--- src/rtl/rtcc_pkg.sv ---
package rtcc_pkg;
   localparam int NUM_ALM = 2;

   localparam logic [7:0] OFF_CNT  = 8'h00;
   localparam logic [7:0] OFF_STAT = 8'h08;
   localparam logic [7:0] OFF_DIV  = 8'h0C;
   localparam logic [7:0] OFF_CSEL = 8'h1C;
   localparam logic [7:0] OFF_SCR  = 8'h40;

   localparam int TICK_EV_BIT = 1;
   localparam int TICK_EN_BIT = 3;

   function automatic logic [7:0] alm_off(input int idx);
      return (idx == 0) ? 8'h04 : 8'h18;
   endfunction

   function automatic int alm_ev_bit(input int idx);
      return (idx == 0) ? 0 : 4;
   endfunction

   function automatic int alm_en_bit(input int idx);
      return (idx == 0) ? 2 : 6;
   endfunction
endpackage

--- src/rtl/rtcc_refsync.sv ---
module rtcc_refsync #(
   parameter int STAGES = 2
) (
   input  logic clk_i,
   input  logic rst_ni,
   input  logic ref_clk_i,
   output logic rise_o
);
   generate
      if (STAGES < 2) begin : g_bad_stages
         $error("rtcc_refsync: STAGES must be at least 2");
      end
   endgenerate

   logic [STAGES:0] chain_q;

   always_ff @(posedge clk_i or negedge rst_ni) begin
      if (!rst_ni) chain_q <= '0;
      else         chain_q <= {chain_q[STAGES-1:0], ref_clk_i};
   end

   assign rise_o = chain_q[STAGES-1] & ~chain_q[STAGES];


   single_rise_chk: assert property (@(posedge clk_i) disable iff (!rst_ni)
      rise_o |=> !rise_o);
endmodule

--- src/rtl/rtcc_divider.sv ---
module rtcc_divider #(
   parameter int DIV_W = 16
) (
   input  logic             clk_i,
   input  logic             rst_ni,
   input  logic             run_i,
   input  logic             rise_i,
   input  logic [DIV_W-1:0] div_i,
   output logic             tick_o
);
   localparam int PH_W = DIV_W + 1;

   logic [PH_W-1:0] phase_q;
   logic [PH_W-1:0] limit;
   logic            at_limit;

   assign limit    = {div_i, 1'b1};
   assign at_limit = (phase_q >= limit);
   assign tick_o   = run_i & rise_i & at_limit;

   always_ff @(posedge clk_i or negedge rst_ni) begin
      if (!rst_ni)           phase_q <= '0;
      else if (!run_i)       phase_q <= '0;
      else if (rise_i) begin
         if (at_limit)       phase_q <= '0;
         else                phase_q <= phase_q + PH_W'(1);
      end
   end


   stopped_phase_chk: assert property (@(posedge clk_i) disable iff (!rst_ni)
      !run_i |=> phase_q == '0);
endmodule

--- src/rtl/rtcc_alarm_cmp.sv ---
module rtcc_alarm_cmp #(
   parameter int CNT_W = 32
) (
   input  logic             clk_i,
   input  logic             rst_ni,
   input  logic             en_i,
   input  logic [CNT_W-1:0] cnt_i,
   input  logic [CNT_W-1:0] cmp_i,
   output logic             hit_o
);
   logic match, match_q;

   assign match = (cnt_i == cmp_i);
   assign hit_o = en_i & match & ~match_q;

   always_ff @(posedge clk_i or negedge rst_ni) begin
      if (!rst_ni) match_q <= 1'b0;
      else         match_q <= match;
   end
endmodule

--- src/rtl/rtcc_top.sv ---
module rtcc_top #(
   parameter int ADDR_W      = 8,
   parameter int CNT_W       = 32,
   parameter int DIV_W       = 16,
   parameter int DIV_RST     = 1023,
   parameter int CSEL_W      = 2,
   parameter int CSEL_RUN    = 3,
   parameter int SYNC_STAGES = 2
) (
   input  logic              clk_i,
   input  logic              rst_ni,
   input  logic              ref_clk_i,
   input  logic              wr_en_i,
   input  logic [ADDR_W-1:0] addr_i,
   input  logic [31:0]       wdata_i,
   output logic [31:0]       rdata_o,
   output logic              irq_o
);
   import rtcc_pkg::*;

   localparam int DATA_W = 32;

   generate
      if (CNT_W < 2 || CNT_W > DATA_W) begin : g_bad_cnt
         $error("rtcc_top: CNT_W out of range");
      end
      if (DIV_W < 1 || DIV_W > 30) begin : g_bad_div
         $error("rtcc_top: DIV_W out of range");
      end
      if (DIV_RST >= (1 << DIV_W)) begin : g_bad_divrst
         $error("rtcc_top: DIV_RST does not fit DIV_W");
      end
      if (CSEL_RUN >= (1 << CSEL_W)) begin : g_bad_csel
         $error("rtcc_top: CSEL_RUN does not fit CSEL_W");
      end
      if (ADDR_W < 7) begin : g_bad_addr
         $error("rtcc_top: ADDR_W too narrow for the register map");
      end
   endgenerate

   logic [CNT_W-1:0]  cnt_q;
   logic [CNT_W-1:0]  alm_q  [NUM_ALM];
   logic [NUM_ALM-1:0] alm_ev_q, alm_en_q, alm_hit;
   logic              tick_ev_q, tick_en_q;
   logic [DIV_W-1:0]  div_q;
   logic [CSEL_W-1:0] csel_q;
   logic [DATA_W-1:0] scr_q;

   logic rise, tick, run;
   logic cnt_wr, stat_wr, div_wr, csel_wr, scr_wr;

   assign cnt_wr  = wr_en_i && (addr_i == ADDR_W'(OFF_CNT));
   assign stat_wr = wr_en_i && (addr_i == ADDR_W'(OFF_STAT));
   assign div_wr  = wr_en_i && (addr_i == ADDR_W'(OFF_DIV));
   assign csel_wr = wr_en_i && (addr_i == ADDR_W'(OFF_CSEL));
   assign scr_wr  = wr_en_i && (addr_i == ADDR_W'(OFF_SCR));
   assign run     = (csel_q == CSEL_W'(CSEL_RUN));

   rtcc_refsync #(.STAGES(SYNC_STAGES)) i_sync (
      .clk_i(clk_i), .rst_ni(rst_ni), .ref_clk_i(ref_clk_i), .rise_o(rise));

   rtcc_divider #(.DIV_W(DIV_W)) i_div (
      .clk_i(clk_i), .rst_ni(rst_ni), .run_i(run), .rise_i(rise),
      .div_i(div_q), .tick_o(tick));

   // counter and plain registers
   always_ff @(posedge clk_i or negedge rst_ni) begin
      if (!rst_ni) begin
         cnt_q  <= '0;
         div_q  <= DIV_W'(DIV_RST);
         csel_q <= '0;
         scr_q  <= '0;
      end else begin
         if (cnt_wr)       cnt_q <= wdata_i[CNT_W-1:0];
         else if (tick)    cnt_q <= cnt_q + CNT_W'(1);
         if (div_wr)       div_q  <= wdata_i[DIV_W-1:0];
         if (csel_wr)      csel_q <= wdata_i[CSEL_W-1:0];
         if (scr_wr)       scr_q  <= wdata_i;
      end
   end

   // alarm channels
   generate
      for (genvar g = 0; g < NUM_ALM; g++) begin : g_alm
         localparam int EVB = alm_ev_bit(g);
         localparam int ENB = alm_en_bit(g);
         logic cmp_wr;
         assign cmp_wr = wr_en_i && (addr_i == ADDR_W'(alm_off(g)));

         rtcc_alarm_cmp #(.CNT_W(CNT_W)) i_cmp (
            .clk_i(clk_i), .rst_ni(rst_ni), .en_i(alm_en_q[g]),
            .cnt_i(cnt_q), .cmp_i(alm_q[g]), .hit_o(alm_hit[g]));

         always_ff @(posedge clk_i or negedge rst_ni) begin
            if (!rst_ni) begin
               alm_q[g]    <= '0;
               alm_ev_q[g] <= 1'b0;
               alm_en_q[g] <= 1'b0;
            end else begin
               if (cmp_wr)  alm_q[g] <= wdata_i[CNT_W-1:0];
               alm_ev_q[g] <= alm_hit[g] | (alm_ev_q[g] & ~(stat_wr & wdata_i[EVB]));
               if (stat_wr) alm_en_q[g] <= wdata_i[ENB];
            end
         end


         ev_needs_en_chk: assert property (@(posedge clk_i) disable iff (!rst_ni)
            $rose(alm_ev_q[g]) |-> $past(alm_en_q[g]));

         ev_w1c_chk: assert property (@(posedge clk_i) disable iff (!rst_ni)
            (stat_wr && wdata_i[EVB] && !alm_hit[g]) |=> !alm_ev_q[g]);
      end
   endgenerate

   // periodic tick event
   always_ff @(posedge clk_i or negedge rst_ni) begin
      if (!rst_ni) begin
         tick_ev_q <= 1'b0;
         tick_en_q <= 1'b0;
      end else begin
         tick_ev_q <= (tick & tick_en_q) |
                      (tick_ev_q & ~(stat_wr & wdata_i[TICK_EV_BIT]));
         if (stat_wr) tick_en_q <= wdata_i[TICK_EN_BIT];
      end
   end

   // status word and read mux
   logic [DATA_W-1:0] stat_word;
   always_comb begin
      stat_word = '0;
      stat_word[TICK_EV_BIT] = tick_ev_q;
      stat_word[TICK_EN_BIT] = tick_en_q;
      for (int k = 0; k < NUM_ALM; k++) begin
         stat_word[alm_ev_bit(k)] = alm_ev_q[k];
         stat_word[alm_en_bit(k)] = alm_en_q[k];
      end
   end

   always_comb begin
      rdata_o = '0;
      if (addr_i == ADDR_W'(OFF_CNT))  rdata_o = DATA_W'(cnt_q);
      if (addr_i == ADDR_W'(OFF_STAT)) rdata_o = stat_word;
      if (addr_i == ADDR_W'(OFF_DIV))  rdata_o = DATA_W'(div_q);
      if (addr_i == ADDR_W'(OFF_CSEL)) rdata_o = DATA_W'(csel_q);
      if (addr_i == ADDR_W'(OFF_SCR))  rdata_o = scr_q;
      for (int k = 0; k < NUM_ALM; k++)
         if (addr_i == ADDR_W'(alm_off(k))) rdata_o = DATA_W'(alm_q[k]);
   end

   assign irq_o = (|(alm_ev_q & alm_en_q)) | (tick_ev_q & tick_en_q);


   cnt_step_chk: assert property (@(posedge clk_i) disable iff (!rst_ni)
      (tick && !cnt_wr) |=> cnt_q == $past(cnt_q) + CNT_W'(1));

   cnt_hold_chk: assert property (@(posedge clk_i) disable iff (!rst_ni)
      (!run && !cnt_wr) |=> $stable(cnt_q));

   cnt_load_chk: assert property (@(posedge clk_i) disable iff (!rst_ni)
      cnt_wr |=> cnt_q == $past(wdata_i[CNT_W-1:0]));

   tick_ev_chk: assert property (@(posedge clk_i) disable iff (!rst_ni)
      (tick && tick_en_q) |=> tick_ev_q);
endmodule

--- config.mk ---
export PLATFORM = sky130hd
export DESIGN_NAME = rtcc_top
export DESIGN_NICKNAME = d
export VERILOG_FILES = /design/src/rtl/rtcc_pkg.sv /design/src/rtl/rtcc_refsync.sv /design/src/rtl/rtcc_divider.sv /design/src/rtl/rtcc_alarm_cmp.sv /design/src/rtl/rtcc_top.sv
export SDC_FILE = /design/constraint.sdc
export NUM_CORES = 1
export LEC_CHECK = 0
export ABC_CLOCK_PERIOD_IN_PS = 9500
export BUFFER_PORTS_ARGS = -buffer_cell sky130_fd_sc_hd__buf_2
export CORE_MARGIN = 10
export CORE_UTILIZATION = 50
export DETAILED_ROUTE_END_ITERATION = 7
export PLACE_DENSITY = 0.66
export SLEW_MARGIN = 20
export SYNTH_ARGS = -nofsm -noshare
export SYNTH_HDL_FRONTEND = slang
export SYNTH_HIERARCHICAL = 1
export SYNTH_SLANG_ARGS = --single-unit
--- constraint.sdc ---
create_clock -name clk_i -period 9.5 [get_ports clk_i]
set_input_delay 2.85 -clock clk_i [delete_from_list [all_inputs] [get_ports clk_i]]
set_output_delay 2.85 -clock clk_i [all_outputs]
set_load 0.02 [all_outputs]
==> results.tsv <==
stage	metric	value	unit
die	area of the die	0.0259	mm²
worst_setup_path	startpoint types	input port	
synthesis	Yosys top cell by area	dfrtp_1	
cts	clock-pin transition on the worst setup and hold timing paths	0.07	ns
timing	Slew HR	0.311	
timing	endpoints failing hold	0	
detailed_routing	DRC errors left	0	
synthesis	syn_area_per_cell	10.8	µm²
power_and_ir_drop	power share of the clock group	0.418	
detailed_routing	WL/cell	21.3	µm
cts	post-CTS sizing	0	
run_status	status	finished clean	
finish	Ant. Diodes	0	
die	Core Footprint	0.0195	mm²
global_route	largest net degree at the start of global routing	102	
run	maxcap violations	0	
global_route	GRT Overall Usage	0.210	
timing	post-route setup TNS	0	ns
synthesis	Post-Synth Adder-Cell Area	0.0227	
finish	layout cell share with drive strength beyond 1	0.301	
cts	H-tree levels	4	
detailed_routing	Via Count	7397	
global_route	Overflow after GRT	0	
worst_setup_path	reg-to-reg endpoint	cnt_q[29]$_DFFE_PN0P_	
power_and_ir_drop	VDD IR-drop max	0.126	mV
worst_setup_path	CP peak stage delay	0.71	ns
cts	root buf cell	clkbuf_16	
worst_setup_path	CP most frequent cell	buf_2	
synthesis	post-synthesis xor/xnor area fraction	0.0819	
detailed_routing	final WL	26800	µm
timing	post-route minimum period	8.06	ns
worst_setup_path	Worst Setup SP	addr_i[6]	
worst_setup_path	CP Max Fanout	18	
synthesis	post-synth top area share	0.413	
power_and_ir_drop	Logic pwr share	0.101	
timing	Slew @ Worst Pin	1.03	ns
power_and_ir_drop	total chip power	0.00170	W
detailed_routing	Initial DRC Count	678	
cts	CTS Hold Bufs	0	
worst_setup_path	Critical Path End	rdata_o[25]	
power_and_ir_drop	pwr dens	153	mW/mm²
die	row cnt	51	
finish	Post-layout nets	1041	
cts	CTS tree	yes	
worst_setup_path	FF-to-FF path depth	11	
worst_setup_path	Critical R2R Launch	div_q[15]$_DFFE_PN0P_	
timing	final worst path period share	0.848	
synthesis	Synth Cell Area	0.00994	mm²
finish	Area Growth Syn to Fin	11.7	%
detailed_routing	post-route ant nets	0	
die	# IOs	77	
worst_setup_path	Top delay family on crit path	simple AND/OR/NAND/NOR gates	
worst_setup_path	Crit Path Class	input port to primary output	
synthesis	Post-synth EDFFs	0	
synthesis	largest family of logic cells by synthesized area	multiplexers	
synthesis	Seq/Total Area, Yosys	0.439	
detailed_routing	drt first pass iters	5	
die	initial core utilization	0.509	
cts	TritonCTS buffer count	17	
synthesis	Post-Syn Instances	917	
synthesis	Warnings, synthesis	6	
worst_setup_path	CP Capture Type	primary output	
global_route	number of global-route vias before repair	7336	
hold_path	Worst Hold Class	flop to flop	
timing	count of pins over their slew limit	0	
worst_setup_path	Worst Path Arrival	5.21	ns
worst_setup_path	setup slack, reg-to-reg	5.86	ns
placement	I/O Buffers	76	
die	Die Ht	161	µm
synthesis	post-synthesis simple-gate area fraction	0.141	
synthesis	ys async rst share	1.00	
power_and_ir_drop	internal power	0.00125	W
global_route	initial antenna violation count	0	
power_and_ir_drop	P_leak	5.16	nW
synthesis	Netlist cell types	67	
synthesis	dominant synthesized flop cell	dfrtp_1	
worst_setup_path	CP Buf/Inv Count	3	
timing	RSZ-0062 raised after global routing	no	
worst_setup_path	worst-path cell chain	buf_2, nor3_4, nand2_2, nor3b_2, buf_4, a221oi_1, nor2_1, buf_2	
synthesis	most area-consuming cells after synthesis	dfrtp_1 (41%), mux2_2 (13%), xor2_1 (7.5%)	
placement	Detail Placement HPWL	19200	µm
timing	Final Setup Violations	0	
synthesis	post-synthesis compound-gate area fraction	0.111	
worst_setup_path	CP Depth	8	
cts	post-CTS setup buffers	0	
synthesis	mux contribution to synthesized area	0.173	
cts	clk buf depth	2	
power_and_ir_drop	switching share of power	0.262	
cts	TritonCTS Sinks	174	
synthesis	syn_nets	979	
global_route	first-pass GRT wire length	43200	µm
cts	clock latency on the worst-skew pair	0.44	ns
timing	clock skew	0.0107	ns
worst_setup_path	CP max stage cell	nor3b_2	
placement	GPL Wtd Cong	0.883	
detailed_routing	vias per cell	5.88	
synthesis	Synth Register Bits	174	
die	Die Width	161	µm
power_and_ir_drop	P_sw	0.000444	W
timing	fmax	124	MHz
worst_setup_path	Worst Path Required	6.65	ns
power_and_ir_drop	Reg power frac	0.481	
[worst reg2reg max path, stage by stage, from the launching register on]
cell	delay, ns
dfrtp_1	0.37
inv_1	0.06
ha_1	0.34
nand4_1	0.13
or3_4	0.45
o21ai_0	0.15
and3_1	0.40
nand4_1	0.50
nor3_2	0.45
nand3_2	0.16
or4b_1	0.49
nand3_1	0.09
[metrics by stage]
step	hold WS, ns	util	instances	cell area [µm²]	worst slack (ns)
2_1_floorplan	0.331	-	917	9940	2.25
6_report	0.376	0.569	1257	11100	1.44
4_1_cts	0.383	0.569	1257	11100	1.47
5_1_grt	0.397	0.569	1257	11100	1.16
3_3_place_gp	0.370	0.539	1225	10500	1.57
3_5_place_dp	0.370	0.539	1225	10500	1.49
[metal layers]
metal | global-route usage | up-vias | wire length, µm
met5 | 0 | - | 0
met4 | 0.0476 | 0 | 336
met3 | 0.0409 | 23 | 1370
met2 | 0.315 | 225 | 12200
met1 | 0.305 | 3713 | 12800
li1 | - | 3436 | -
[worst min path at each step]
stage                                      from                           to  slack [ns]  depth (start not counted)
floorplan           i_sync/chain_q[0]$_DFF_PN0_  i_sync/chain_q[1]$_DFF_PN0_        0.33                          0
global placement    i_sync/chain_q[0]$_DFF_PN0_  i_sync/chain_q[1]$_DFF_PN0_        0.37                          0
detailed placement  i_sync/chain_q[1]$_DFF_PN0_  i_sync/chain_q[2]$_DFF_PN0_        0.37                          0
CTS                 i_sync/chain_q[1]$_DFF_PN0_  i_sync/chain_q[2]$_DFF_PN0_        0.38                          0
global route        i_sync/chain_q[0]$_DFF_PN0_  i_sync/chain_q[1]$_DFF_PN0_        0.40                          0
finish              i_sync/chain_q[1]$_DFF_PN0_  i_sync/chain_q[2]$_DFF_PN0_        0.38                          0
[cell families (layout without fill, tap and decap cells)]
logic type	Yosys count	in the layout
compound gates	158	158
xor+xnor	93	93
fa+ha+maj	18	18
buf+inv	69	144
flops	174	174
mux	143	143
simple gates	262	262
[cell usage after synthesis (3+ instances only)]
library cell,instances
a211oi_1,9
a21o_1,3
a21oi_1,62
a221oi_1,17
a22o_1,12
a22oi_1,10
a31oi_1,3
and3_1,16
and4_1,4
buf_2,11
buf_6,5
clkbuf_1,23
dfrtp_1,164
dfstp_2,10
ha_1,18
inv_1,27
mux2_2,111
mux2_4,30
nand2_1,47
nand3_1,30
nand4_1,16
nor2_1,90
nor3_1,5
nor4_1,17
o21ai_0,17
o21ai_1,6
o311ai_2,5
or3_1,7
xnor2_1,8
xor2_1,85
[cells in the final DEF, fill, tap and decap left out, types with 3 or more instances in the layout]
| master | n |
|---|---|
| mux2_2 | 111 |
| buf_2 | 75 |
| nand2_1 | 46 |
| a21o_1 | 3 |
| nor4_1 | 17 |
| dfrtp_1 | 164 |
| a211oi_1 | 9 |
| inv_6 | 3 |
| a22oi_1 | 10 |
| and3_1 | 16 |
| o311ai_2 | 5 |
| xnor2_1 | 8 |
| o21ai_1 | 6 |
| ha_1 | 18 |
| nor3_1 | 5 |
| o21ai_0 | 17 |
| a31oi_1 | 3 |
| a21oi_1 | 62 |
| nand3_1 | 30 |
| a22o_1 | 12 |
| nand4_1 | 16 |
| a221oi_1 | 17 |
| xor2_1 | 85 |
| mux2_4 | 30 |
| nor2_1 | 90 |
| dfstp_2 | 10 |
| buf_4 | 9 |
| clkbuf_16 | 17 |
| inv_1 | 27 |
| and4_1 | 4 |
| clkinv_2 | 4 |
| clkinvlp_4 | 3 |
| or3_1 | 7 |
[layout make-up]
| class | count | area, µm² |
|---|---|---|
| clock buffer | 19 | 453 |
| clock inverter | 13 | 138 |
| fill | 1726 | 8420 |
| inverter | 27 | 101 |
| multi-input combinational | 674 | 5260 |
| sequential | 174 | 4370 |
| tap | 265 | 332 |
| timing repair buffer | 85 | 454 |
[state kept, by name (all words and copies together) (netlist names)]
signal,flops
tick_ev_q,1
scr_q,32
alm_en_q,2
alm_ev_q,2
cnt_q,32
div_q,16
csel_q,2
alm_q,64
g_alm.i_cmp/match_q,2
tick_en_q,1
i_sync/chain_q,3
i_div/phase_q,17
[power groups by stage]
stage          clock (W)  sequential [W]  combinational (W)
2_1_floorplan          0        0.000815           0.000108
3_3_place_gp           0        0.000827           0.000168
3_5_place_dp           0        0.000828           0.000170
4_1_cts         0.000718        0.000814           0.000171
5_1_grt         0.000755        0.000820           0.000189
6_report        0.000708        0.000815           0.000171
Note: power is estimated with default switching activity, not from simulation.
